--- src/rtl/scan_sequencer.sv ---
module scan_sequencer #(
  parameter int CH_W     = 4,
  parameter int TMR_W    = 16,
  parameter int CNT_W    = 16,
  parameter int SETTLE_W = 8,
  parameter int SCAN_W   = 8
) (
  input  logic                clk,
  input  logic                rst_n,
  input  logic [1:0]          cfg_addr_mode,
  input  logic                cfg_diff,
  input  logic [CH_W-1:0]     cfg_last_ch,
  input  logic [CH_W-1:0]     cfg_fix_ch,
  input  logic                host_ch_wr,
  input  logic [CH_W-1:0]     host_ch,
  input  logic [1:0]          cfg_trig_mode,
  input  logic [SCAN_W-1:0]   cfg_scan_count,
  input  logic                cfg_trig_ext,
  input  logic                ext_trig_n,
  input  logic                cfg_tb_ext,
  input  logic                tb_pulse,
  input  logic [TMR_W-1:0]    cfg_start_div,
  input  logic [TMR_W-1:0]    cfg_scan_div,
  input  logic [SETTLE_W-1:0] cfg_settle,
  input  logic [CNT_W-1:0]    cfg_samples,
  input  logic                arm,
  input  logic                adc_eoc,
  output logic [CH_W-1:0]     ch_addr,
  output logic                adc_start,
  output logic                acquire
);
  localparam logic [CH_W-1:0] FULL_MAX = CH_W'((1 << CH_W) - 1);
  localparam logic [CH_W-1:0] DIFF_MAX = CH_W'((1 << (CH_W - 1)) - 1);

  typedef enum logic [1:0] {ST_IDLE, ST_PACE, ST_SETTLE, ST_CONV} st_t;
  st_t state;

  logic [TMR_W-1:0]  cnt, scan_tmr;
  logic [CNT_W-1:0]  samp_left;
  logic [SCAN_W-1:0] scans_left;
  logic [2:0]        ext_sync;

  wire tick      = cfg_tb_ext ? tb_pulse : 1'b1;
  wire ext_fall  = ext_sync[2] & ~ext_sync[1];
  wire int_fire  = acquire & tick & (scan_tmr == '0);
  wire trig      = acquire & ~arm & (cfg_trig_ext ? ext_fall : int_fire);
  wire seq_mode  = (cfg_addr_mode == 2'd1);
  wire [CH_W-1:0] ch_mask  = cfg_diff ? DIFF_MAX : FULL_MAX;
  wire [CH_W-1:0] eff_last = (cfg_diff && cfg_last_ch > DIFF_MAX) ? DIFF_MAX : cfg_last_ch;
  wire scan_end  = seq_mode ? (ch_addr >= eff_last) : 1'b1;
  wire frame_end = (cfg_trig_mode == 2'd0) || (scan_end && scans_left <= SCAN_W'(1));
  wire [CH_W-1:0] ch_next = seq_mode ? (scan_end ? '0 : ch_addr + CH_W'(1)) : ch_addr;

  always_ff @(posedge clk or negedge rst_n)
    if (!rst_n) ext_sync <= '1;
    else        ext_sync <= {ext_sync[1:0], ext_trig_n};

  always_ff @(posedge clk or negedge rst_n)
    if (!rst_n)                scan_tmr <= '0;
    else if (arm)              scan_tmr <= cfg_scan_div;
    else if (acquire && tick)  scan_tmr <= (scan_tmr == '0) ? cfg_scan_div : scan_tmr - TMR_W'(1);

  always_ff @(posedge clk or negedge rst_n) begin
    if (!rst_n) begin
      state      <= ST_IDLE;
      ch_addr    <= '0;
      acquire    <= 1'b0;
      adc_start  <= 1'b0;
      cnt        <= '0;
      samp_left  <= '0;
      scans_left <= '0;
    end else begin
      adc_start <= 1'b0;
      if (arm) begin
        acquire   <= 1'b1;
        samp_left <= cfg_samples;
        state     <= ST_IDLE;
        ch_addr   <= '0;
      end else begin
        if (host_ch_wr && state == ST_IDLE && cfg_addr_mode[1])
          ch_addr <= host_ch & ch_mask;
        case (state)
          ST_IDLE:
            if (trig) begin
              state      <= ST_SETTLE;
              cnt        <= TMR_W'(cfg_settle);
              scans_left <= (cfg_trig_mode[1] && cfg_scan_count != '0) ? cfg_scan_count : SCAN_W'(1);
              if (cfg_addr_mode == 2'd0) ch_addr <= cfg_fix_ch & ch_mask;
            end
          ST_SETTLE:
            if (cnt == '0) begin
              adc_start <= 1'b1;
              state     <= ST_CONV;
            end else cnt <= cnt - TMR_W'(1);
          ST_CONV:
            if (adc_eoc) begin
              ch_addr <= ch_next;
              if (samp_left == '0) begin
                acquire <= 1'b0;
                state   <= ST_IDLE;
              end else begin
                samp_left <= samp_left - CNT_W'(1);
                if (frame_end) state <= ST_IDLE;
                else begin
                  if (scan_end) scans_left <= scans_left - SCAN_W'(1);
                  state <= ST_PACE;
                  cnt   <= cfg_start_div;
                end
              end
            end
          ST_PACE:
            if (tick) begin
              if (cnt == '0) begin
                state <= ST_SETTLE;
                cnt   <= TMR_W'(cfg_settle);
              end else cnt <= cnt - TMR_W'(1);
            end
          default: state <= ST_IDLE;
        endcase
      end
    end
  end
endmodule

--- config.mk ---
export PLATFORM = sky130hd
export DESIGN_NAME = scan_sequencer
export DESIGN_NICKNAME = d
export VERILOG_FILES = /design/src/rtl/scan_sequencer.sv
export SDC_FILE = /design/constraint.sdc
export NUM_CORES = 1
export LEC_CHECK = 0
export BUFFER_PORTS_ARGS = -buffer_cell sky130_fd_sc_hd__buf_2
export CORE_AREA = 3 3 104 106
export DETAILED_ROUTE_END_ITERATION = 8
export DIE_AREA = 0 0 107 109
export HOLD_SLACK_MARGIN = 0.02
export PLACE_DENSITY_LB_ADDON = 0.08
export SLEW_MARGIN = 30
export SYNTH_ARGS = -nofsm -noshare
export SYNTH_HDL_FRONTEND = slang
export SYNTH_SLANG_ARGS = --single-unit
--- constraint.sdc ---
create_clock -name clk -period 3.2 [get_ports clk]
set_input_delay 0.64 -clock clk [delete_from_list [all_inputs] [get_ports clk]]
set_output_delay 0.64 -clock clk [all_outputs]
set_load 0.03 [all_outputs]
==> out/metrics.yaml, run 1 <==
yosysTopAreaCellShare_pct: 36.1
htreeDepth: 3
setup-violations-final: 0
post_cts_buffers: 0
synthCells: 526
maxSlewHeadroom_pct: 50.0
multiInputGateArea_sq_um: 2580
critical_path_class: "flop to flop"
pwr-share-comb_pct: 40.8
nets: 730
start_util_pct: 44.9
synth_area_sq_um: 4430
place_area_sq_um: 5090
pwr-share-clk_pct: 23.6
tns_ns: 0
dieArea_sq_um: 11700
hold_viol_final: 0
drt_iter0_drc: 225
synth_common_cells: "dfrtp_1, o21ai_0, nand2_1"
fp-row-count: 36
status: "finished, final reports clean"
io_pins: 96
crit_path_end_kind: "flop"
drive_gt1_share_pct: 22.4
grt_max_degree: 31
wl_per_cell_um: 15.4
synth_cell_types: 61
finalWirelength_um: 11800
first_pass_iters: 6
cts_tree: "yes"
timing.final.ws_setup_ns: 0.293
rsz0062_at_grt: "false"
finalInstanceArea_sq_um: 5320
cp-start-kind: "flop"
place_ws_ns: 0.0321
vias: 4385
hold_buffers: 0
clkTransAtPathRegs_ns: 0.07
synthToLayoutAreaGrowth_pct: 20.0
portBuffers: 95
avgSynthCellArea_sq_um: 8.43
async_reset_ff_share_pct: 100
cts_buffers: 9
cap_violations: 0
worst_hold_slack_ns: 0.343
ys_ff_latch: 67
insertion_delay_ns: 0.35
grt_usage_pct: 20.7
pwr-share-seq_pct: 35.6
cp.arrival_ns: 3.14
internal_power_mw: 2.05
route.detailed.drc: 0
tightest_slew_ns: 0.749
synth_edf_count: 0
synth.net_count: 631
core_area_sq_um: 9860
fmax_mhz: 344
skew_ns: 0.00888
grt_pass1_wl_um: 19400
antenna_cells: 0
min_path_type: "input port to asynchronous set/reset pin"
slew_viol_final: 0
fill_cells: 960
gr-total-overflow: 0
sw_frac_of_total_pct: 40.2
utilization_pct: 53.9
die_x_um: 107
p_per_area_nw_per_um2: 644
synth_flop_cell: "dfrtp_1"
cts-root-buf: "clkbuf_8"
ys_seq_area_share_pct: 37.9
vdd_ir_drop_max_uv: 293
yosysTopAreaCell: "dfrtp_1"
detail-route-antenna-nets: 0
path_max_fanout: 6
worstPathRequired_ns: 3.43
synth.most_common_cell: "dfrtp_1"
clockBufferDepth: 2
via_per_inst: 5.75
synth_area_leaders: "dfrtp_1, o21ai_0, nand2_1"
fin_crit_sh_pct: 90.9
yosysWarnings: 0
antenna_found_initial: 0
cellLeakagePower_nw: 2.35
min_period_ns: 2.91
finalWeightedCongestion: 0.833
grt_pass1_vias: 4073
chipHeight_um: 109
cts-resized-gates: 0
p_sw_mw: 1.37
cts.sinks: 67
ff_latch_area_sq_um: 1680
hpwl_um: 8750
[cells in the final DEF (no fill, tap or decap), types with 4 or more instances in the layout]
cell,n
o211ai_1,5
nand3b_1,4
a211o_1,5
a22o_1,5
buf_4,14
o21ai_0,59
nor3_1,28
a32oi_1,7
a31oi_1,4
nand4_1,9
a22oi_1,8
clkinv_4,4
ha_1,15
a21oi_1,35
nand2_1,53
a21o_1,5
buf_2,95
o31ai_1,4
nand2b_1,8
nor4_1,10
dfrtp_1,64
xnor2_1,12
mux2_2,5
xor2_1,8
o2bb2ai_1,12
nor2_1,41
clkbuf_8,9
nand3_1,18
inv_1,22
[power by group through the flow]
stage / registers [mW] / logic (mW) / clock network [mW]
4_1_cts: 1.21 / 1.40 / 0.822
3_3_place_gp: 1.22 / 1.36 / 0
5_1_grt: 1.25 / 1.57 / 0.865
2_1_floorplan: 1.19 / 1.03 / 0
3_5_place_dp: 1.23 / 1.39 / 0
6_report: 1.22 / 1.40 / 0.809
[path summary, 6_finish.rpt]
check,slack [ns],endpoint,depth (start not counted),from
worst min-delay path,0.34,cnt[15]$_DFFE_PN0P_,1,rst_n
min in group clk,0.36,ext_sync[1]$_DFF_PN1_,0,ext_sync[0]$_DFF_PN1_
worst max-delay path,0.29,cnt[2]$_DFFE_PN0P_,8,cnt[0]$_DFFE_PN0P_
worst max register to register,0.29,cnt[2]$_DFFE_PN0P_,8,cnt[0]$_DFFE_PN0P_
worst min register to register,0.36,ext_sync[1]$_DFF_PN1_,0,ext_sync[0]$_DFF_PN1_
max in group asynchronous,2.04,ext_sync[2]$_DFF_PN1_,2,rst_n
[per-stage QoR]
stage / cells / power [mW]
after floorplan: 526 / 2.22
final: 763 / 3.42
after CTS: 763 / 3.43
after global routing: 763 / 3.68
after detailed placement: 747 / 2.62
after global placement: 747 / 2.59
[state kept, by name (all words and copies together), names as in the netlist]
signal	cells
ext_sync	3
state	2
samp_left	16
cnt	16
ch_addr	4
adc_start	1
scan_tmr	16
acquire	1
scans_left	8
[layout make-up]
cell class	count	area share, %
multi-input combinational	416	48.5
sequential	67	31.6
timing repair buffer	109	10.9
tap	133	3.13
clock buffer	9	2.33
clock inverter	7	1.93
inverter	22	1.55
[routing by layer]
layer | wire (um) | vias up | track usage, % | part of all wire (%)
met3 | 567 | 16 | 3.37 | 4.8
met2 | 5600 | 110 | 34.2 | 48
li1 | - | 2158 | - | -
met1 | 5410 | 2101 | 27.8 | 46
met4 | 193 | 0 | 7.12 | 1.6
met5 | 0 | - | 0 | 0
[cell families (layout without fill, tap and decap cells)]
| family | after synthesis | count (layout) | share of synthesized area (%) |
|---|---|---|---|
| buf+inv | 43 | 147 | 3.95 |
| flops | 67 | 67 | 37.9 |
| fa+ha+maj | 15 | 15 | 4.23 |
| xor+xnor | 20 | 20 | 3.95 |
| simple gates | 203 | 203 | 23.5 |
| mux | 6 | 6 | 1.50 |
| compound gates | 172 | 172 | 25.0 |
[worst max-delay path: stages (launching register included)]
cell and delay [ns]:
dfrtp_1 0.42, inv_1 0.07, ha_1 0.20, or4b_2 0.65, nor3_1 0.28, nand4_1 0.29
and3b_1 0.31, nand2_1 0.21, mux2_2 0.37
No activity file was read; power rests on OpenSTA's default activity.
==> run 2: changes to the inputs <==
--- a/config.mk
+++ b/config.mk
@@ -6,11 +6,10 @@
 export NUM_CORES = 1
 export LEC_CHECK = 0
 export BUFFER_PORTS_ARGS = -buffer_cell sky130_fd_sc_hd__buf_2
-export CORE_AREA = 3 3 104 106
+export CORE_AREA = 3 3 138 140
 export DETAILED_ROUTE_END_ITERATION = 8
-export DIE_AREA = 0 0 107 109
+export DIE_AREA = 0 0 141 143
 export HOLD_SLACK_MARGIN = 0.02
-export PLACE_DENSITY_LB_ADDON = 0.08
 export SLEW_MARGIN = 30
 export SYNTH_ARGS = -nofsm -noshare
 export SYNTH_HDL_FRONTEND = slang
==> run 2 against run 1 <==
Compared with the run above: design area increased by 4.4%; count of clock-buffer cells in the layout up 5; register-to-register slack better by 0.09 ns; critical path type unchanged; largest cell class unchanged; largest power group unchanged; highest routed layer is now met5.
==> out/metrics.yaml, run 2 (synthesized netlist as in run 1, its figures left out) <==
place_area_sq_um: 5260  # +3.3%
pwr-share-comb_pct: 39.9  # -0.9 points
fin_crit_sh_pct: 88.2  # -2.7 points
internal_power_mw: 2.27  # +11%
grt_pass1_wl_um: 21600  # +11%
vdd_ir_drop_max_uv: 271  # -7.4%
portBuffers: 95  # unchanged
tns_ns: 0  # unchanged
io_pins: 96  # unchanged
fill_cells: 1954  # +100%
drt_iter0_drc: 238  # +5.8%
ff_latch_area_sq_um: 1680  # unchanged
core_area_sq_um: 18000  # +82%
cp-start-kind: "flop"
via_per_inst: 5.03  # -12%
hpwl_um: 9790  # +12%
die_x_um: 141  # +32%
nets: 735  # +0.68%
dieArea_sq_um: 20200  # +73%
fp-row-count: 49  # +36%
vias: 4352  # -0.75%
top_regs: "cnt (16), samp_left (16), scan_tmr (16)"
clockBufferDepth: 2  # unchanged
grt_usage_pct: 13.4  # -7.3 points
antenna_found_initial: 3  # +3
first_pass_iters: 4  # -2
cp.arrival_ns: 3.04  # -0.10 ns
cts.sinks: 67  # unchanged
slew_viol_final: 0  # unchanged
route.detailed.drc: 0  # unchanged
p_sw_mw: 1.43  # +4.2%
min_path_type: "input port to asynchronous set/reset pin"
multiInputGateArea_sq_um: 2580  # -0.15%
pwr-share-clk_pct: 27.0  # +3.4 points
synthToLayoutAreaGrowth_pct: 25.2
path_max_fanout: 7  # +1
clkTransAtPathRegs_ns: 0.06  # about the same
start_util_pct: 24.7  # -20 points
hold_buffers: 0  # unchanged
drive_gt1_share_pct: 22.2  # -0.18 points
tightest_slew_ns: 0.644  # -0.105 ns
critical_path_class: "flop to flop"
worstPathRequired_ns: 3.42  # about the same
cts-root-buf: "clkbuf_16"
worst_hold_slack_ns: 0.305  # -0.0375 ns
detail-route-antenna-nets: 0  # unchanged
finalWeightedCongestion: 0.810  # -2.7%
finalWirelength_um: 13200  # +12%
fmax_mhz: 354  # +3.0%
insertion_delay_ns: 0.34  # about the same
pwr-share-seq_pct: 33.0  # -2.6 points
cts_buffers: 9  # unchanged
min_period_ns: 2.82  # -0.0855 ns
htreeDepth: 3  # unchanged
chipHeight_um: 143  # +31%
hold_viol_final: 0  # unchanged
final_common_cell: "buf_2"
rsz0062_at_grt: "false"
grt_max_degree: 68  # +120%
sw_frac_of_total_pct: 38.7  # -1.4 points
grt_pass1_vias: 4115  # +1.0%
final_cell_mix: "buf_2, dfrtp_1, o21ai_0"
skew_ns: 0.00960  # +0.000725 ns
finalInstanceArea_sq_um: 5550  # +4.4%
status: "finished, final reports clean"
cts-resized-gates: 0  # unchanged
gr-total-overflow: 0  # unchanged
post_cts_buffers: 0  # unchanged
crit_path_end_kind: "flop"
cap_violations: 0  # unchanged
setup-violations-final: 0  # unchanged
p_per_area_nw_per_um2: 667  # +3.6%
cellLeakagePower_nw: 2.41  # +2.6%
maxSlewHeadroom_pct: 56.7  # +6.6 points
cts_tree: "yes"
wl_per_cell_um: 15.3  # -0.89%
==> run 2: layout make-up <==
| type | count | area share [%] |
|---|---|---|
| multi-input cells | 416 | 46.4 |
| flip-flops and latches | 67 | 30.3 |
| repair buffers | 114 | 11.4 |
| well taps | 229 | 5.16 |
| clock buffers | 14 | 4.58 |
| inverters | 22 | 1.49 |
| clock inverters | 2 | 0.631 |
| diodes | 1 | 0.0451 |
==> run 2: worst paths after layout <==
| check | from | endpoint | slack [ns] | depth (start not counted) |
|---|---|---|---|---|
| max | cnt[0]$_DFFE_PN0P_ | cnt[1]$_DFFE_PN0P_ | 0.38 | 8 |
| min | rst_n | cnt[5]$_DFFE_PN0P_ | 0.31 | 2 |
| max reg2reg | cnt[0]$_DFFE_PN0P_ | cnt[1]$_DFFE_PN0P_ | 0.38 | 8 |
| min reg2reg | ext_sync[0]$_DFF_PN1_ | ext_sync[1]$_DFF_PN1_ | 0.36 | 0 |
| max in group asynchronous | rst_n | ext_sync[0]$_DFF_PN1_ | 2.53 | 2 |
| min in group clk | ext_sync[0]$_DFF_PN1_ | ext_sync[1]$_DFF_PN1_ | 0.36 | 0 |
==> run 2: power groups by stage <==
stage                     Sequential, mW  Combinational, mW  Clock [mW]
after floorplan                     1.19               1.03           0
after global placement              1.23               1.46           0
after detailed placement            1.23               1.48           0
after CTS                           1.22               1.48        1.03
after global routing                1.25               1.66        1.07
final                               1.22               1.48        1.00
==> run 2: through the flow <==
| step | setup WS [ns] | instances | total power [mW] | util, % |
|---|---|---|---|---|
| 2_1_floorplan | 0.229 | 526 | 2.22 | - |
| 3_3_place_gp | 0.0849 | 848 | 2.69 | 29.3 |
| 3_5_place_dp | 0.0505 | 848 | 2.71 | 29.3 |
| 4_1_cts | 0.364 | 864 | 3.73 | 30.9 |
| 5_1_grt | 0.214 | 864 | 3.98 | 30.9 |
| 6_report | 0.378 | 865 | 3.70 | 30.9 |
==> run 2: worst max-delay path, stage by stage (launching register included) <==
cell,delay [ns]
dfrtp_1,0.41
inv_1,0.07
ha_1,0.21
or4b_2,0.63
nor3_1,0.22
nand4_1,0.23
and3b_1,0.29
nand2_1,0.27
mux2_2,0.38
==> run 2: per-layer routing <==
layer / track usage (%) / up-vias / part of all wire [%]
met2: 21.4 / 101 / 45
met4: 3.01 / 4 / 0.90
li1: - / 2166 / -
met3: 3.92 / 14 / 6.1
met5: 0 / - / 0.20
met1: 18.2 / 2067 / 48
